--- src/rtl/ffl_pkg.sv ---
package ffl_pkg;
  typedef enum logic [1:0] {
    ST_IDLE  = 2'd0,
    ST_ISSUE = 2'd1,
    ST_WAIT  = 2'd2,
    ST_FIN   = 2'd3
  } ffl_state_e;
endpackage

--- src/rtl/ffl_addr_gen.sv ---
module ffl_addr_gen #(
  parameter int ADDR_W  = 32,
  parameter int IDX_W   = 3,
  parameter int ESIZE_W = 2
) (
  input  logic [ADDR_W-1:0]  base_i,
  input  logic [IDX_W-1:0]   idx_i,
  input  logic [ESIZE_W-1:0] esize_i,
  output logic [ADDR_W-1:0]  addr_o
);
  localparam int NSIZES = 1 << ESIZE_W;

  logic [ADDR_W-1:0] offs [NSIZES];

  for (genvar g = 0; g < NSIZES; g++) begin : g_offs
    assign offs[g] = ADDR_W'(idx_i) << g;
  end

  assign addr_o = base_i + offs[esize_i];
endmodule

--- src/rtl/ffl_elem_buf.sv ---
module ffl_elem_buf #(
  parameter int DATA_W = 32,
  parameter int DEPTH  = 8,
  parameter int IDX_W  = 3
) (
  input  logic              clk_i,
  input  logic              rst_ni,
  input  logic              we_i,
  input  logic [IDX_W-1:0]  wr_idx_i,
  input  logic [DATA_W-1:0] wr_data_i,
  input  logic [IDX_W-1:0]  rd_idx_i,
  output logic [DATA_W-1:0] rd_data_o
);
  logic [DATA_W-1:0] ent_q [DEPTH];
  logic [DEPTH-1:0]  wen;

  for (genvar g = 0; g < DEPTH; g++) begin : g_wen
    assign wen[g] = we_i && (wr_idx_i == IDX_W'(g));
  end

  always_ff @(posedge clk_i or negedge rst_ni) begin
    if (!rst_ni) begin
      for (int i = 0; i < DEPTH; i++) ent_q[i] <= '0;
    end else begin
      for (int i = 0; i < DEPTH; i++) begin
        if (wen[i]) ent_q[i] <= wr_data_i;
      end
    end
  end

  assign rd_data_o = (int'(rd_idx_i) < DEPTH) ? ent_q[rd_idx_i] : '0;

  // a write must target an existing slot
  always_comb begin
    if (rst_ni && we_i) begin
      p_wr_in_range_r4 : assert (int'(wr_idx_i) < DEPTH);
    end
  end
endmodule

--- src/rtl/ffl_seq.sv ---
module ffl_seq
  import ffl_pkg::*;
#(
  parameter int MAX_ELEMS = 8,
  parameter int CNT_W     = 4,
  parameter int IDX_W     = 3
) (
  input  logic             clk_i,
  input  logic             rst_ni,
  input  logic             req_valid_i,
  input  logic [CNT_W-1:0] req_count_i,
  output logic             req_ready_o,
  output logic             accept_o,
  output logic             mem_req_valid_o,
  input  logic             mem_req_ready_i,
  input  logic             rsp_valid_i,
  input  logic             rsp_fault_i,
  output logic [IDX_W-1:0] idx_o,
  output logic             buf_we_o,
  output logic             done_o,
  output logic             trap_o,
  output logic [CNT_W-1:0] count_o
);
  localparam logic [CNT_W-1:0] MAX_CNT = CNT_W'(MAX_ELEMS);

  ffl_state_e       state_q;
  logic [CNT_W-1:0] idx_q, cnt_q, res_q, req_cnt;
  logic             trap_q, last_elem;

  assign req_cnt   = (req_count_i > MAX_CNT) ? MAX_CNT : req_count_i;
  assign last_elem = (idx_q + CNT_W'(1)) == cnt_q;

  assign req_ready_o     = state_q == ST_IDLE;
  assign accept_o        = req_ready_o && req_valid_i;
  assign mem_req_valid_o = state_q == ST_ISSUE;
  assign buf_we_o        = (state_q == ST_WAIT) && rsp_valid_i && !rsp_fault_i;
  assign done_o          = state_q == ST_FIN;
  assign trap_o          = done_o && trap_q;
  assign count_o         = res_q;
  assign idx_o           = idx_q[IDX_W-1:0];

  always_ff @(posedge clk_i or negedge rst_ni) begin
    if (!rst_ni) begin
      state_q <= ST_IDLE;
      idx_q   <= '0;
      cnt_q   <= '0;
      res_q   <= '0;
      trap_q  <= 1'b0;
    end else begin
      unique case (state_q)
        ST_IDLE: begin
          if (req_valid_i) begin
            cnt_q  <= req_cnt;
            idx_q  <= '0;
            trap_q <= 1'b0;
            res_q  <= '0;
            state_q <= (req_cnt == '0) ? ST_FIN : ST_ISSUE;
          end
        end
        ST_ISSUE: if (mem_req_ready_i) state_q <= ST_WAIT;
        ST_WAIT: begin
          if (rsp_valid_i) begin
            if (rsp_fault_i) begin
              // fault truncates; only element 0 is a trap
              trap_q  <= idx_q == '0;
              res_q   <= idx_q;
              state_q <= ST_FIN;
            end else if (last_elem) begin
              res_q   <= cnt_q;
              state_q <= ST_FIN;
            end else begin
              idx_q   <= idx_q + CNT_W'(1);
              state_q <= ST_ISSUE;
            end
          end
        end
        ST_FIN: state_q <= ST_IDLE;
        default: state_q <= ST_IDLE;
      endcase
    end
  end

  p_one_outstanding_r2 : assert property (@(posedge clk_i) disable iff (!rst_ni)
    mem_req_valid_o && mem_req_ready_i |=> !mem_req_valid_o);

  p_done_pulse_r8 : assert property (@(posedge clk_i) disable iff (!rst_ni)
    done_o |=> !done_o);

  p_trap_zero_r5 : assert property (@(posedge clk_i) disable iff (!rst_ni)
    trap_o |-> done_o && count_o == '0);

  p_count_bound_r6 : assert property (@(posedge clk_i) disable iff (!rst_ni)
    done_o |-> count_o <= cnt_q);

  p_write_bound_r4 : assert property (@(posedge clk_i) disable iff (!rst_ni)
    buf_we_o |-> idx_q < cnt_q);

  p_zero_done_r7 : assert property (@(posedge clk_i) disable iff (!rst_ni)
    accept_o && req_cnt == '0 |=> done_o && !mem_req_valid_o);

  p_busy_ignore_r1 : assert property (@(posedge clk_i) disable iff (!rst_ni)
    !req_ready_o && !done_o |=> !req_ready_o || $past(state_q) == ST_FIN);
endmodule

--- src/rtl/ff_vload_ctrl.sv ---
module ff_vload_ctrl #(
  parameter int ADDR_W    = 32,
  parameter int DATA_W    = 32,
  parameter int MAX_ELEMS = 8,
  parameter int ESIZE_W   = 2,
  localparam int CNT_W    = $clog2(MAX_ELEMS + 1),
  localparam int IDX_W    = (MAX_ELEMS > 1) ? $clog2(MAX_ELEMS) : 1
) (
  input  logic               clk_i,
  input  logic               rst_ni,
  input  logic               req_valid_i,
  output logic               req_ready_o,
  input  logic [ADDR_W-1:0]  req_base_i,
  input  logic [CNT_W-1:0]   req_count_i,
  input  logic [ESIZE_W-1:0] req_esize_i,
  output logic               mem_req_valid_o,
  input  logic               mem_req_ready_i,
  output logic [ADDR_W-1:0]  mem_addr_o,
  input  logic               mem_rsp_valid_i,
  input  logic               mem_rsp_fault_i,
  input  logic [DATA_W-1:0]  mem_rsp_data_i,
  output logic               done_o,
  output logic               trap_o,
  output logic [CNT_W-1:0]   count_o,
  input  logic [IDX_W-1:0]   rd_idx_i,
  output logic [DATA_W-1:0]  rd_data_o
);
  logic [ADDR_W-1:0]  base_q;
  logic [ESIZE_W-1:0] esize_q;
  logic               accept, buf_we;
  logic [IDX_W-1:0]   idx;

  always_ff @(posedge clk_i or negedge rst_ni) begin
    if (!rst_ni) begin
      base_q  <= '0;
      esize_q <= '0;
    end else if (accept) begin
      base_q  <= req_base_i;
      esize_q <= req_esize_i;
    end
  end

  ffl_seq #(
    .MAX_ELEMS(MAX_ELEMS),
    .CNT_W    (CNT_W),
    .IDX_W    (IDX_W)
  ) u_seq (
    .clk_i          (clk_i),
    .rst_ni         (rst_ni),
    .req_valid_i    (req_valid_i),
    .req_count_i    (req_count_i),
    .req_ready_o    (req_ready_o),
    .accept_o       (accept),
    .mem_req_valid_o(mem_req_valid_o),
    .mem_req_ready_i(mem_req_ready_i),
    .rsp_valid_i    (mem_rsp_valid_i),
    .rsp_fault_i    (mem_rsp_fault_i),
    .idx_o          (idx),
    .buf_we_o       (buf_we),
    .done_o         (done_o),
    .trap_o         (trap_o),
    .count_o        (count_o)
  );

  ffl_addr_gen #(
    .ADDR_W (ADDR_W),
    .IDX_W  (IDX_W),
    .ESIZE_W(ESIZE_W)
  ) u_addr (
    .base_i (base_q),
    .idx_i  (idx),
    .esize_i(esize_q),
    .addr_o (mem_addr_o)
  );

  ffl_elem_buf #(
    .DATA_W(DATA_W),
    .DEPTH (MAX_ELEMS),
    .IDX_W (IDX_W)
  ) u_buf (
    .clk_i    (clk_i),
    .rst_ni   (rst_ni),
    .we_i     (buf_we),
    .wr_idx_i (idx),
    .wr_data_i(mem_rsp_data_i),
    .rd_idx_i (rd_idx_i),
    .rd_data_o(rd_data_o)
  );

  p_req_hold_r3 : assert property (@(posedge clk_i) disable iff (!rst_ni)
    mem_req_valid_o && !mem_req_ready_i |=> mem_req_valid_o && $stable(mem_addr_o));

  p_fault_no_write_r6 : assert property (@(posedge clk_i) disable iff (!rst_ni)
    mem_rsp_valid_i && mem_rsp_fault_i |-> !buf_we);

  p_write_needs_rsp_r9 : assert property (@(posedge clk_i) disable iff (!rst_ni)
    buf_we |-> mem_rsp_valid_i);
endmodule

--- config.mk ---
export PLATFORM = sky130hd
export DESIGN_NAME = ff_vload_ctrl
export DESIGN_NICKNAME = d
export VERILOG_FILES = /design/src/rtl/ffl_pkg.sv /design/src/rtl/ffl_addr_gen.sv /design/src/rtl/ffl_elem_buf.sv /design/src/rtl/ffl_seq.sv /design/src/rtl/ff_vload_ctrl.sv
export SDC_FILE = /design/constraint.sdc
export NUM_CORES = 1
export LEC_CHECK = 0
export BUFFER_PORTS_ARGS = -buffer_cell sky130_fd_sc_hd__buf_2
export CORE_MARGIN = 8
export CORE_UTILIZATION = 59
export DETAILED_ROUTE_END_ITERATION = 10
export GPL_TIMING_DRIVEN = 0
export HOLD_SLACK_MARGIN = 0.02
export PLACE_DENSITY_LB_ADDON = 0.12
export SLEW_MARGIN = 20
export SYNTH_ARGS = -nofsm -noshare
export SYNTH_HDL_FRONTEND = slang
export SYNTH_SLANG_ARGS = --single-unit
--- constraint.sdc ---
create_clock -name clk_i -period 3.36 [get_ports clk_i]
set_input_delay 0.504 -clock clk_i [delete_from_list [all_inputs] [get_ports clk_i]]
set_output_delay 0.504 -clock clk_i [all_outputs]
set_load 0.1 [all_outputs]
# Word level (Yosys, flattened, before mapping)
# Cells that the tools add are included.
# Widths: inputs -> output; s select.
[op_classes]
n_reduce_logical = 23
addsub = 2
n_eq_ne = 18
n_lt_le_gt_ge = 3
n_bitwise = 2
mux = 27
[ops]
columns = ["operator", "n"]
rows = [
  ["$mux 32", 4],
  ["$bmux 32 s3", 1],
  ["$bmux 32 s2", 1],
  ["$add 32x32->32", 1],
  ["$mux 4", 8],
  ["$pmux 4 s2", 2],
  ["$eq 3x3->1 const B", 4],
  ["$logic_and 1x1->1", 12],
  ["$mux 2", 6],
  ["$ne 2x2->1 const B", 5],
  ["$logic_not 4->1", 2],
  ["$pmux 2 s4", 1],
  ["$reduce_and 4->1", 2],
  ["$eq 3x2->1 const B", 2],
  ["$reduce_and 5->1", 1],
  ["$add 4x1->4 const B", 1],
  ["$eq 2x2->1 const B", 2],
  ["$eq 4x4->1", 1],
  ["$ge 4x4->1 const B", 1],
  ["$gt 4x4->1 const B", 1],
  ["$not 3->4", 1],
  ["$eq 3x1->1 const B", 1],
  ["$ge 3x3->1 const B", 1],
  ["$logic_not 3->1", 1],
  ["other kinds (11)", 13],
]
[totals]
output_inout_bits = 72
reg_bits = 305
elab_cells = 90
input_bits = 79

# Longest topological paths before layout
[depth]
depth_word = 6
ltp_mapped = 11
mapped_depth_nobuf = 10

# Cells and area by module
# Synthesis repeated with hierarchy kept, for this count alone.
[unflattened]
cells_unflattened = 956
hier_area_um2 = 14960.6
[by_module_without_submodules]
columns = ["module", "area_each_um2", "instances", "cells_per_inst", "seq_area_each_um2"]
rows = [
  ["ffl_elem_buf", 11639.9, 1, 665, 6406.1],
  ["ff_vload_ctrl", 1417.6, 1, 72, 850.8],
  ["ffl_seq", 955.9, 1, 97, 375.4],
  ["ffl_addr_gen", 947.2, 1, 122, 0.0],
]

# Least setup slack after synthesis
# OpenSTA, ideal clock, no wires.
[synth_timing]
path_kind = "reg2out"
from = "register u_seq.idx_q[0]"
to = "output mem_addr_o[26]"
setup_slack_ns = -1.093
n_path_buf = 1
arrival_ns = 3.949
required_ns = 2.856
stages_incl_launch_ff = 12
cell_sequence = "dfrtp_1 > buf_2 > inv_1 > nor3_1 > ha_1 > inv_1 > fa_1 > nor2b_1 > o211ai_1 > a2111oi_4 > nand4_1 > xnor2_1"
[synth_between]
elab_chain_cells = 4
[synth_rtl]
columns = ["element", "line_no", "source"]
rows = [
  ["start: declaration", "ffl_seq.sv:27", "logic [CNT_W-1:0] idx_q, cnt_q, res_q, req_cnt;"],
  ["start signal: assignment", "ffl_seq.sv:72", "idx_q <= idx_q + CNT_W'(1);"],
  ["$bmux 32 s2", "ffl_addr_gen.sv:19", "assign addr_o = base_i + offs[esize_i];"],
  ["$mux 32 (not written as such) (2 in series)", "ffl_addr_gen.sv:19", ""],
  ["$add 32x32->32", "ffl_addr_gen.sv:19", ""],
  ["end: declaration", "ff_vload_ctrl.sv:18", "output logic [ADDR_W-1:0] mem_addr_o,"],
]
# Every way passes these cells. The select of a mux whose other input is x is not followed.

# Final worst setup path
[layout_timing]
from = "register u_seq.idx_q[0]"
to = "output mem_addr_o[20]"
# Same word-level chain as after synthesis.

==> results.cfg <==
[outcome]
status = finished, violations left
violations = setup timing

[synth]
synth_compound_area_share_pct = 1.79
synth_area_leader_cell = dfrtp_1
syn_avg_cell_area_um2 = 14.2
synth_flop_cell = dfrtp_1
muxShareOfSynthArea_pct = 33.1
synth_nets = 1112
yosys-top-cells-area = dfrtp_1 (53%), mux2_2 (22%), mux4_2 (9.9%)
synthAdderAreaFrac_pct = 1.17
synth_top_area_share_pct = 52.6
yosys_register_bits = 305
yosys.cell_types.count = 47
yosys.area_share.simple_pct = 6.34
synthXorXnorAreaFrac_pct = 2.11
seq_area_frac_synth_pct = 52.6
synth_edf_count = 0
ys.warnings.count = 0
synthArstFlopShare_pct = 100
syn_area_mm2 = 0.0145
synth_top_family_by_area = multiplexers
synthCells = 1020

[cells_and_area]
nets = 1337
n_fill_cell = 1489
syn2layout_area_growth_pct = 25.4
drive_gt1_share_pct = 55.6
layout_commonest_cell = dfrtp_1
fin_area_mm2 = 0.0182
final_cell_mix = dfrtp_1 (302), mux2_2 (284), buf_2 (132), nand2_1 (109), mux4_2 (64)

[setup_path]
crit_required_ns = 2.86
startpoint = u_seq.idx_q[0]
crit_fanout = 7
timing.rr.start = u_seq.idx_q[0]
endpoint_kind = output pin
timing_worst_setup_path_type = flip-flop to output pin
crit_arrival_ns = 3.30
start_kind = flip-flop

[detailed_routing]
postRouteAntennaNets = 0
drt_iter0_drc = 605
avgViaCountPerCell = 5.85
post-route-drc-count = 0
num_vias = 9319
routed_wirelength_mm = 34.5
drt_pass1_iterations = 5
wl_per_cell_um = 21.6

[power_and_ir_drop]
p_leak_uw = 0.00913
power.share.clock_pct = 26.0
switching_share_pct = 39.6
worst_ir_drop_vdd_uv = 729
power_density_mw_per_mm2 = 751
intPower_uw = 8260
seq_power_share_pct = 35.4
netSwitchingPower_uw = 5410
comb_power_share_pct = 38.6

[timing]
worst_slew_pin_slew_ns = 0.966
maxSlewViolCount = 0
hold_viol = 0
clock.fmax_ghz = 0.263
finalClockSkew_ns = 0.0171
rsz0062_at_grt = yes
fin_crit_ns = 3.81
hold_ws_ns = 0.183
maxSlewHeadroom_pct = 35.6
setup_viol = 22
post-route-period-util_pct = 113
finalWorstSetupSlack_ns = -0.445

[cts]
cts_buffers = 34
cts.sinks = 305
insertion_delay_ns = 0.52
root_buffer = clkbuf_16
clock_path_buffers = 3
clk_transition_reported_paths_ns = 0.06
cts_tree = built
h-tree-depth = 2

[global_route]
antenna_found_initial = 2
grt_max_degree = 97
grt_pass1_wl_mm = 54.4
track_usage_pct = 22.6
overflow = 0
grt_pass1_vias = 9949

[placement]
pre_cts_ws_ns = -0.469
gp_congestion = 0.788
portBuffers = 146
hpwl_mm = 21.0
placed_area_mm2 = 0.0162

[floorplanning]
core-area_mm2 = 0.0242
boundaryPins = 151
fp.dieW_um = 173
die_y_um = 173
initial_utilization_pct = 59.9
dieArea_mm2 = 0.0299
fp-row-count = 57

[worst_hold_path]
min_path_type = input port to flip-flop
min_from = req_base_i[18]

[flow_run]
cap_violations = 0
[metrics by stage]
step                instances  util [%]  TNS [ns]  power [uW]
finish                   1594      75.1     -6.14       13700
floorplan                1020         -    -0.917        8460
global placement         1490      66.3  -1222.78        9230
global route             1593      75.1     -9.18       14200
detailed placement       1493      66.7     -4.56        9310
CTS                      1581      73.8     -3.83       13500
[layer usage]
layer	global-route usage, %	vias to the layer above	share of wire [%]
met5	0	-	0.032
met4	4.89	2	2.0
met3	4.66	61	5.0
met2	37.2	246	49
met1	30.8	4898	44
li1	-	4112	-
[registers in the layout (all words and copies together) (netlist names)]
| register | flops |
|---|---|
| u_seq.cnt_q | 4 |
| u_buf.ent_q | 256 |
| u_seq.state_q | 2 |
| esize_q | 2 |
| base_q | 32 |
| u_seq.idx_q | 4 |
| u_seq.trap_q | 1 |
| u_seq.count_o | 4 |
[cells by family after synthesis]
kind of cell / Yosys count
mux: 362
flops: 305
simple gates: 194
buf+inv: 73
compound gates: 38
xor+xnor: 35
fa+ha+maj: 13
[area by class of cell]
class	count	area [um2]	area share, %
inverters	17	68.8	0.378
clock buffers	52	1010	5.55
clock inverters	8	58.8	0.323
plain buffers	55	368	2.02
diodes	1	2.50	0.0137
repair buffers	190	1520	8.35
flip-flops and latches	305	7640	42.0
multi-input cells	642	7130	39.2
well taps	324	405	2.23
[synth_stat cells (3+ instances only)]
cell	n
clkbuf_1	20
mux2_4	4
o21ai_0	15
dfrtp_1	305
nand3_1	13
and3_1	9
inv_1	17
ha_1	12
nand3_4	3
mux2_1	5
o211ai_1	3
xnor2_1	22
nand4_1	7
nand3b_1	4
xor2_1	13
and2_1	5
nand2_1	115
nor2_1	21
buf_6	16
buf_2	18
mux4_2	64
mux2i_1	5
a21oi_1	6
nand2b_1	4
mux2_2	284
[critical path, cell delays in order (launching register included)]
cell and delay [ns]:
dfrtp_1 0.37, buf_6 0.13, inv_4 0.04, nor3_4 0.12, ha_2 0.21, inv_2 0.04, fa_2 0.37, nor2b_4 0.13
o211ai_1 0.20, a2111oi_4 0.35, buf_6 0.18, nand4_1 0.20, xnor2_4 0.25, buf_12 0.19
[power groups by stage]
stage               clock network, uW  logic (uW)  registers, uW
floorplan                           0        3680           4780
global placement                    0        4410           4810
detailed placement                  0        4470           4840
CTS                              3610        5040           4800
global route                     3760        5520           4920
finish                           3550        5280           4840
[worst paths after layout]
| check | endpoint | slack (ns) | cells after the start |
|---|---|---|---|
| min in group asynchronous | u_buf.ent_q[100] | 0.49 | 2 |
| worst min register to register | base_q[0] | 0.49 | 2 |
| max in group asynchronous | u_buf.ent_q[45] | 2.06 | 3 |
| worst max-delay path | mem_addr_o[20] | -0.45 | 13 |
| worst max register to register | u_seq.count_o[1] | 0.87 | 9 |
| worst min-delay path | base_q[18] | 0.18 | 3 |
[what timing repair did]
item / in CTS / in global routing
cloned: 0 / 0
hold endpoints to repair: 42 / 0
resized for setup: 132 / 48
setup endpoints to repair: 28 / 36
hold buffers: 1 / 0
buffers inserted: 28 / 14
pin swaps: 20 / 24
Note: power is estimated with default switching activity, not from simulation.
